==> src/rtl/dmareg_pkg.sv <==
package dmareg_pkg;

  typedef enum logic [2:0] {
    ST_RST  = 3'b001,
    ST_STOP = 3'b010,
    ST_RUN  = 3'b100
  } ch_state_e;

  // register word indices (byte offset / 4)
  localparam logic [5:0] RI_DATA   = 6'h00;
  localparam logic [5:0] RI_SAVED  = 6'h16;
  localparam logic [5:0] RI_SBUF   = 6'h17;
  localparam logic [5:0] RI_GROUP  = 6'h18;
  localparam logic [5:0] RI_GDOWN  = 6'h1F;
  localparam logic [5:0] RI_CMD    = 6'h20;
  localparam logic [5:0] RI_CFG    = 6'h21;
  localparam logic [5:0] RI_STAT   = 6'h22;
  localparam logic [5:0] RI_MASK   = 6'h23;
  localparam logic [5:0] RI_ACK    = 6'h24;
  localparam logic [5:0] RI_RAW    = 6'h25;
  localparam logic [5:0] RI_MASKED = 6'h26;
  localparam logic [5:0] RI_STREAM = 6'h27;

  // stream-command bit groups
  localparam logic [9:0] SC_LOAD_D = 10'h140;
  localparam logic [9:0] SC_BURST  = 10'h020;
  localparam logic [9:0] SC_LOAD_C = 10'h200;

  localparam int SRC_RESET = 1;

endpackage

==> src/rtl/dmareg_stream_dec.sv <==
module dmareg_stream_dec
  import dmareg_pkg::*;
(
  input  logic [31:0] value_i,
  output logic        load_d_o,
  output logic        burst_o,
  output logic        load_c_o,
  output logic        bad_o
);
  logic [9:0] low;

  always_comb begin
    low      = value_i[9:0];
    load_d_o = |(low & SC_LOAD_D);
    burst_o  = load_d_o && |(low & SC_BURST);
    load_c_o = |(low & SC_LOAD_C);
    bad_o    = |value_i[31:10];
  end
endmodule

==> src/rtl/dmareg_irq.sv <==
module dmareg_irq #(
  parameter int INTR_W = 4
) (
  input  logic              clk,
  input  logic              rst,
  input  logic [INTR_W-1:0] set_i,
  input  logic              ack_wr_i,
  input  logic              mask_wr_i,
  input  logic [INTR_W-1:0] wdata_i,
  output logic [INTR_W-1:0] raw_o,
  output logic [INTR_W-1:0] mask_o,
  output logic [INTR_W-1:0] masked_o,
  output logic              irq_o
);
  logic [INTR_W-1:0] raw_nx, mask_nx;

  always_comb begin
    raw_nx = raw_o;
    if (ack_wr_i) raw_nx = raw_nx & ~wdata_i;
    raw_nx  = raw_nx | set_i;
    mask_nx = mask_wr_i ? wdata_i : mask_o;
  end

  always_ff @(posedge clk) begin
    if (rst) begin
      raw_o    <= '0;
      mask_o   <= '0;
      masked_o <= '0;
      irq_o    <= 1'b0;
    end else begin
      raw_o    <= raw_nx;
      mask_o   <= mask_nx;
      masked_o <= raw_nx & mask_nx;
      irq_o    <= |(raw_nx & mask_nx);
    end
  end


  ack_clear_chk: assert property (@(posedge clk) disable iff (rst)
    (ack_wr_i && set_i == '0) |=> ((raw_o & $past(wdata_i)) == '0));

  event_kept_chk: assert property (@(posedge clk) disable iff (rst)
    (set_i != '0) |=> ((raw_o & $past(set_i)) == $past(set_i)));

  irq_quiet_chk: assert property (@(posedge clk) disable iff (rst)
    (mask_o == '0) |-> !irq_o);
endmodule

==> src/rtl/dmareg_chan.sv <==
module dmareg_chan
  import dmareg_pkg::*;
#(
  parameter int INTR_W = 4,
  parameter int SRC_W  = 8
) (
  input  logic              clk,
  input  logic              rst,
  input  logic              wr_i,
  input  logic [5:0]        wreg_i,
  input  logic [31:0]       wdata_i,
  input  logic [5:0]        rreg_i,
  input  logic [INTR_W-1:0] eng_intr_i,
  input  logic              eng_eol_i,
  input  logic              eng_src_vld_i,
  input  logic [SRC_W-1:0]  eng_src_i,
  output logic [31:0]       rval_o,
  output logic              cont_o,
  output logic              load_d_o,
  output logic              load_c_o,
  output logic              start_o,
  output logic              irq_o,
  output logic [31:0]       desc_ptr_o,
  output logic [31:0]       buf_ptr_o
);
  logic [31:0] data_q, saved_q, sbuf_q, grp_q, gdown_q;
  logic [1:0]  cfg_q;
  logic        cmd_q;
  logic [9:0]  strm_q;
  ch_state_e   state_q;
  logic        eol_q, err_cmd_q, err_strm_q;
  logic [SRC_W-1:0] src_q;

  logic wr_cfg, wr_cmd, wr_strm, wr_stat, wr_ack, wr_mask;
  logic d_load_d, d_burst, d_load_c, d_bad, start_ok;
  logic [INTR_W-1:0] raw, mask, masked;

  assign wr_cfg  = wr_i && (wreg_i == RI_CFG);
  assign wr_cmd  = wr_i && (wreg_i == RI_CMD);
  assign wr_strm = wr_i && (wreg_i == RI_STREAM);
  assign wr_stat = wr_i && (wreg_i == RI_STAT);
  assign wr_ack  = wr_i && (wreg_i == RI_ACK);
  assign wr_mask = wr_i && (wreg_i == RI_MASK);

  dmareg_stream_dec u_dec (
    .value_i (wdata_i),
    .load_d_o(d_load_d),
    .burst_o (d_burst),
    .load_c_o(d_load_c),
    .bad_o   (d_bad)
  );

  assign start_ok = wr_strm && d_burst && cfg_q[0] && !cfg_q[1];

  always_ff @(posedge clk) begin
    if (rst) begin
      data_q <= '0; saved_q <= '0; sbuf_q <= '0; grp_q <= '0; gdown_q <= '0;
      cfg_q <= '0; cmd_q <= 1'b0; strm_q <= '0;
      state_q <= ST_RST; eol_q <= 1'b0; src_q <= SRC_W'(SRC_RESET);
      err_cmd_q <= 1'b0; err_strm_q <= 1'b0;
      cont_o <= 1'b0; load_d_o <= 1'b0; load_c_o <= 1'b0; start_o <= 1'b0;
    end else begin
      if (wr_i) begin
        case (wreg_i)
          RI_DATA:   data_q  <= wdata_i;
          RI_SAVED:  saved_q <= wdata_i;
          RI_SBUF:   sbuf_q  <= wdata_i;
          RI_GROUP:  grp_q   <= wdata_i;
          RI_GDOWN:  gdown_q <= wdata_i;
          RI_CFG:    cfg_q   <= wdata_i[1:0];
          RI_CMD:    cmd_q   <= wdata_i[0];
          RI_STREAM: strm_q  <= wdata_i[9:0];
          default: ;
        endcase
      end
      if (wr_cfg) begin
        if (wdata_i[1])  state_q <= ST_STOP;
        if (!wdata_i[0]) state_q <= ST_RST;
      end else if (start_ok) begin
        state_q <= ST_RUN;
      end
      if (start_ok)       eol_q <= 1'b0;
      else if (eng_eol_i) eol_q <= 1'b1;
      if (eng_src_vld_i) src_q <= eng_src_i;
      if (wr_stat) begin
        err_cmd_q  <= 1'b0;
        err_strm_q <= 1'b0;
      end else begin
        if (wr_cmd && |wdata_i[31:1]) err_cmd_q  <= 1'b1;
        if (wr_strm && d_bad)         err_strm_q <= 1'b1;
      end
      cont_o   <= wr_cmd && wdata_i[0] && (state_q == ST_RUN);
      load_d_o <= wr_strm && d_load_d;
      load_c_o <= wr_strm && d_load_c;
      start_o  <= start_ok;
    end
  end

  dmareg_irq #(.INTR_W(INTR_W)) u_irq (
    .clk      (clk),
    .rst      (rst),
    .set_i    (eng_intr_i),
    .ack_wr_i (wr_ack),
    .mask_wr_i(wr_mask),
    .wdata_i  (wdata_i[INTR_W-1:0]),
    .raw_o    (raw),
    .mask_o   (mask),
    .masked_o (masked),
    .irq_o    (irq_o)
  );

  assign desc_ptr_o = saved_q;
  assign buf_ptr_o  = sbuf_q;

  always_comb begin
    rval_o = '0;
    case (rreg_i)
      RI_DATA:   rval_o = data_q;
      RI_SAVED:  rval_o = saved_q;
      RI_SBUF:   rval_o = sbuf_q;
      RI_GROUP:  rval_o = grp_q;
      RI_GDOWN:  rval_o = gdown_q;
      RI_CMD:    rval_o[0] = cmd_q;
      RI_CFG:    rval_o[1:0] = cfg_q;
      RI_STAT: begin
        rval_o[2:0]         = state_q;
        rval_o[5]           = eol_q;
        rval_o[8 +: SRC_W]  = src_q;
        rval_o[30]          = err_strm_q;
        rval_o[31]          = err_cmd_q;
      end
      RI_MASK:   rval_o[INTR_W-1:0] = mask;
      RI_RAW:    rval_o[INTR_W-1:0] = raw;
      RI_MASKED: rval_o[INTR_W-1:0] = masked;
      RI_STREAM: rval_o[9:0] = strm_q;
      default:   rval_o = '0;
    endcase
  end


  state_onehot_chk: assert property (@(posedge clk) disable iff (rst)
    $countones(state_q) == 1);

  cfg_rst_chk: assert property (@(posedge clk) disable iff (rst)
    (wr_cfg && !wdata_i[0]) |=> (state_q == ST_RST));

  start_run_chk: assert property (@(posedge clk) disable iff (rst)
    start_o |-> (state_q == ST_RUN && !eol_q));

  cont_running_chk: assert property (@(posedge clk) disable iff (rst)
    cont_o |-> (state_q == ST_RUN));

  cmd_err_chk: assert property (@(posedge clk) disable iff (rst)
    (wr_cmd && |wdata_i[31:1]) |=> err_cmd_q);

  strm_err_chk: assert property (@(posedge clk) disable iff (rst)
    (wr_strm && |wdata_i[31:10]) |=> err_strm_q);
endmodule

==> src/rtl/dmareg_unit.sv <==
module dmareg_unit #(
  parameter int NUM_CH = 2,
  parameter int ADDR_W = 14,
  parameter int INTR_W = 4,
  parameter int SRC_W  = 8
) (
  input  logic                     clk,
  input  logic                     rst,
  input  logic                     bus_wr,
  input  logic                     bus_rd,
  input  logic [ADDR_W-1:0]        bus_addr,
  input  logic [31:0]              bus_wdata,
  output logic [31:0]              bus_rdata,
  output logic                     bus_rvalid,
  input  logic [NUM_CH*INTR_W-1:0] eng_intr_set,
  input  logic [NUM_CH-1:0]        eng_eol,
  input  logic [NUM_CH-1:0]        eng_src_vld,
  input  logic [NUM_CH*SRC_W-1:0]  eng_src,
  output logic [NUM_CH-1:0]        irq,
  output logic [NUM_CH-1:0]        cont_req,
  output logic [NUM_CH-1:0]        load_data_req,
  output logic [NUM_CH-1:0]        load_ctx_req,
  output logic [NUM_CH-1:0]        start_req,
  output logic [NUM_CH*32-1:0]     desc_ptr,
  output logic [NUM_CH*32-1:0]     buf_ptr
);
  localparam int CH_W = ADDR_W - 13;

  logic [CH_W-1:0] ch_sel;
  logic [5:0]      reg_sel;
  logic [31:0]     rvals [NUM_CH];
  logic [31:0]     rd_mux;

  assign ch_sel  = bus_addr[ADDR_W-1:13];
  assign reg_sel = bus_addr[7:2];

  for (genvar g = 0; g < NUM_CH; g++) begin : g_ch
    dmareg_chan #(.INTR_W(INTR_W), .SRC_W(SRC_W)) u_chan (
      .clk          (clk),
      .rst          (rst),
      .wr_i         (bus_wr && (ch_sel == CH_W'(g))),
      .wreg_i       (reg_sel),
      .wdata_i      (bus_wdata),
      .rreg_i       (reg_sel),
      .eng_intr_i   (eng_intr_set[g*INTR_W +: INTR_W]),
      .eng_eol_i    (eng_eol[g]),
      .eng_src_vld_i(eng_src_vld[g]),
      .eng_src_i    (eng_src[g*SRC_W +: SRC_W]),
      .rval_o       (rvals[g]),
      .cont_o       (cont_req[g]),
      .load_d_o     (load_data_req[g]),
      .load_c_o     (load_ctx_req[g]),
      .start_o      (start_req[g]),
      .irq_o        (irq[g]),
      .desc_ptr_o   (desc_ptr[g*32 +: 32]),
      .buf_ptr_o    (buf_ptr[g*32 +: 32])
    );
  end

  always_comb begin
    rd_mux = '0;
    for (int i = 0; i < NUM_CH; i++)
      if (ch_sel == CH_W'(i)) rd_mux = rvals[i];
  end

  always_ff @(posedge clk) begin
    if (rst) begin
      bus_rdata  <= '0;
      bus_rvalid <= 1'b0;
    end else begin
      bus_rvalid <= bus_rd;
      if (bus_rd) bus_rdata <= rd_mux;
    end
  end


  rd_valid_chk: assert property (@(posedge clk) disable iff (rst)
    bus_rd |=> bus_rvalid);

  rd_idle_chk: assert property (@(posedge clk) disable iff (rst)
    !bus_rd |=> !bus_rvalid);
endmodule

==> config.mk <==
export PLATFORM = sky130hd
export DESIGN_NAME = dmareg_unit
export DESIGN_NICKNAME = d
export VERILOG_FILES = /design/src/rtl/dmareg_pkg.sv /design/src/rtl/dmareg_stream_dec.sv /design/src/rtl/dmareg_irq.sv /design/src/rtl/dmareg_chan.sv /design/src/rtl/dmareg_unit.sv
export SDC_FILE = /design/constraint.sdc
export NUM_CORES = 1
export LEC_CHECK = 0
export ABC_AREA = 0
export ABC_CLOCK_PERIOD_IN_PS = 2700
export BUFFER_PORTS_ARGS = -buffer_cell sky130_fd_sc_hd__buf_2
export CAP_MARGIN = 20
export CORE_ASPECT_RATIO = 0.75
export CORE_MARGIN = 5
export CORE_UTILIZATION = 45
export CTS_CLUSTER_DIAMETER = 100
export DETAILED_ROUTE_END_ITERATION = 7
export HOLD_SLACK_MARGIN = 0.05
export SLEW_MARGIN = 10
export SYNTH_ARGS = -nofsm -noshare
export SYNTH_HDL_FRONTEND = slang
export SYNTH_SLANG_ARGS = --single-unit
export TNS_END_PERCENT = 10
==> constraint.sdc <==
create_clock -name clk -period 2.7 [get_ports clk]
set_input_delay 0.54 -clock clk [delete_from_list [all_inputs] [get_ports clk]]
set_output_delay 0.54 -clock clk [all_outputs]
set_load 0.01 [all_outputs]
==> flow_summary.json <==
{
  "io_pins": 249,
  "hpwl_um": 45300,
  "clock_latency_ns": 0.56,
  "cts_max_level": 2,
  "layout-drive-gt1-share_pct": 18.9,
  "vias_per_cell": 5.87,
  "dp.cells": 2907,
  "timing_hold_violations_final": 0,
  "cpPeakStageDelay_ns": 0.86,
  "first_iter_violations": 2112,
  "synth_top_family_by_area": "simple AND/OR/NAND/NOR gates",
  "hp-class": "input pin to flop",
  "max_cap_viol_count": 0,
  "synthTopCellsByCount": "nand2_1 (743), dfxtp_1 (441), a21oi_1 (366)",
  "ys_seq_elements": 441,
  "vias": 17600,
  "drc": 0,
  "seqPwrFrac_pct": 47.6,
  "synth_mux_area_share_pct": 3.32,
  "grt_pass1_wl_um": 104000,
  "clock.fmax_ghz": 0.454,
  "synth_nets": 2341,
  "place_congestion": 0.905,
  "stdcell_count": 2988,
  "finalMaxSlewViolations": 0,
  "crit_fanout": 2,
  "async_flop_share_pct": 0,
  "dieHeight_um": 184,
  "power.density_mw_per_mm2": 639,
  "final_nets": 2512,
  "clk_pin_slew_ns": 0.06,
  "synth_ff_type": "dfxtp_1",
  "synth.area.top_cells": "dfxtp_1 (49%), nand2_1 (15%), a21oi_1 (10%)",
  "report.power.total_uw": 13800,
  "detail_route.first_pass.iterations": 8,
  "rows": 63,
  "synth_xor_xnor_area_share_pct": 0,
  "switching_power_uw": 3190,
  "core_mm2": 0.0397,
  "place_area_mm2": 0.0201,
  "yosys.area_share.simple_pct": 21.7,
  "setup_tns_ns": 0,
  "synth-edff-count": 0,
  "status": "finished clean",
  "p_leak_uw": 0.00803,
  "post_cts_buffers": 0,
  "nFillCells": 3744,
  "yosysSeqAreaShare_pct": 48.6,
  "setup_viol": 0,
  "synth_cell_type_count": 61,
  "grt-ovfl-total": 0,
  "tightest_slew_ns": 1.01,
  "cts_tree": "done",
  "cp-end-kind": "flop",
  "pwr-share-comb_pct": 5.2,
  "io_buffers": 241,
  "crit_path_start_kind": "input pin",
  "ant_nets": 0,
  "grt_setup_unrepaired": "no",
  "finalInstanceArea_mm2": 0.0216,
  "grtUsageTotal_pct": 29.6,
  "clock-sinks": 441,
  "die_w_um": 242,
  "worstSetupPathType": "input pin to flop",
  "crit_chain": "buf_2 > nor4_1 > buf_4 > nand4_1 > nor4_1 > buf_4 > a41oi_1 > o221a_2",
  "finalCritPeriodShare_pct": 81.5,
  "required_ns": 3.15,
  "pwr-share-clk_pct": 47.2,
  "numCtsBuffers": 44,
  "yosysMostFrequentCell": "nand2_1",
  "p_int_uw": 10600,
  "cts_buffer_depth": 3,
  "antenna_found_initial": 2,
  "start_util_pct": 45.8,
  "drt_wl_total_um": 69000,
  "grt_pass1_vias": 16800,
  "skew_ns": 0.0121,
  "syn_avg_cell_area_um2": 8.03,
  "synth_top_area_cell": "dfxtp_1",
  "min_period_ns": 2.20,
  "swShare_pct": 23.1,
  "worstPathArrival_ns": 2.65,
  "dieArea_mm2": 0.0446,
  "netlist_instances": 2263,
  "syn_to_final_growth_pct": 18.8,
  "slew_headroom_pct": 31.8,
  "grt_max_degree": 130,
  "postCtsHoldBufs": 0,
  "holdWs_ns": 0.208,
  "yosysWarnings": 0,
  "clockRootBuffer": "clkbuf_16",
  "peakVddDrop_mv": 0.484,
  "synthesis.area_mm2": 0.0182,
  "wire_per_inst_um": 23.1,
  "slowest_stage": "nor4_1",
  "post_cts_resize_count": 0,
  "synth_compound_area_share_pct": 20.5,
  "yosysTopAreaCellShare_pct": 48.6,
  "synth_fa_ha_area_share_pct": 0.0551
}
## final timing paths
kind / slack (ns) / from / to / cells past startpoint
worst max-delay path: 0.50 / bus_wdata[11] / g_ch[1].u_chan.err_cmd_q / 8
worst min-delay path: 0.21 / eng_src[0] / g_ch[0].u_chan.src_q[0] / 3
worst max register to register: 1.04 / g_ch[0].u_chan.state_q[0] / bus_rdata[0] / 5
worst min register to register: 0.45 / g_ch[1].u_chan.data_q[2] / g_ch[1].u_chan.data_q[2] / 2
## power by group through the flow
stage / registers (uW) / logic (uW) / clock network, uW
global placement: 6720 / 692 / 0
CTS: 6580 / 695 / 6570
floorplan: 6710 / 395 / 0
detailed placement: 6720 / 693 / 0
global route: 6580 / 751 / 6870
finish: 6580 / 712 / 6520
## cells in the final DEF (no fill, tap or decap), drive strengths merged, types with 17 or more instances in the layout
| cell | n |
|---|---|
| and3 | 21 |
| nor3 | 24 |
| a221oi | 61 |
| clkbuf | 67 |
| buf | 355 |
| nor2 | 52 |
| nand2 | 744 |
| dfxtp | 441 |
| a222oi | 18 |
| nand3 | 36 |
| a32o | 28 |
| a22oi | 73 |
| mux2i | 39 |
| a21oi | 367 |
| mux2 | 17 |
## per-stage QoR
| stage | setup WS [ns] | utilization, % |
|---|---|---|
| floorplan | 0.382 | - |
| global placement | 0.0241 | 50.5 |
| detailed placement | 0.0354 | 50.5 |
| CTS | 0.615 | 54.3 |
| global route | 0.363 | 54.4 |
| finish | 0.499 | 54.4 |
## flip-flops by register name, summed over array words and instances, names as in the netlist, 4 cells and up
name / flops
bus_rdata: 32
g_ch.u_chan.buf_ptr_o: 64
g_ch.u_chan.cfg_q: 4
g_ch.u_chan.data_q: 64
g_ch.u_chan.desc_ptr_o: 64
g_ch.u_chan.gdown_q: 64
g_ch.u_chan.grp_q: 64
g_ch.u_chan.src_q: 16
g_ch.u_chan.state_q: 6
g_ch.u_chan.strm_q: 20
g_ch.u_chan.u_irq.mask_o: 8
g_ch.u_chan.u_irq.masked_o: 8
g_ch.u_chan.u_irq.raw_o: 8
## cells by family after synthesis
logic type | Yosys count
compound gates | 588
fa+ha+maj | 1
flops | 441
simple gates | 941
buf+inv | 235
mux | 57
## worst max-delay path, delay by kind of cell
family                 cells  cell delay, ns
AND/OR/NAND/NOR            3            1.17
buffers and inverters      3            0.54
AO/OA/AOI/OAI              2            0.39
## per-layer routing
layer	routed length, um	vias to the layer above	share of wire [%]	GRT usage (%)
met5	0	-	0	0
met4	1920	0	2.8	8.44
met3	6900	127	10	6.48
met2	29800	817	43	45.0
met1	30300	8450	44	42.6
li1	-	8156	-	-
## final cells by class
cell class,instances,area (um2),area share (%)
clock inverter,11,194,0.898
tap,520,651,3.01
inverter,5,18.8,0.0869
antenna,2,5.00,0.0232
timing repair buffer,355,2250,10.4
multi-input combinational,1587,8330,38.5
sequential,441,8830,40.9
clock buffer,67,1330,6.16
(Power assumes the default switching activity.)
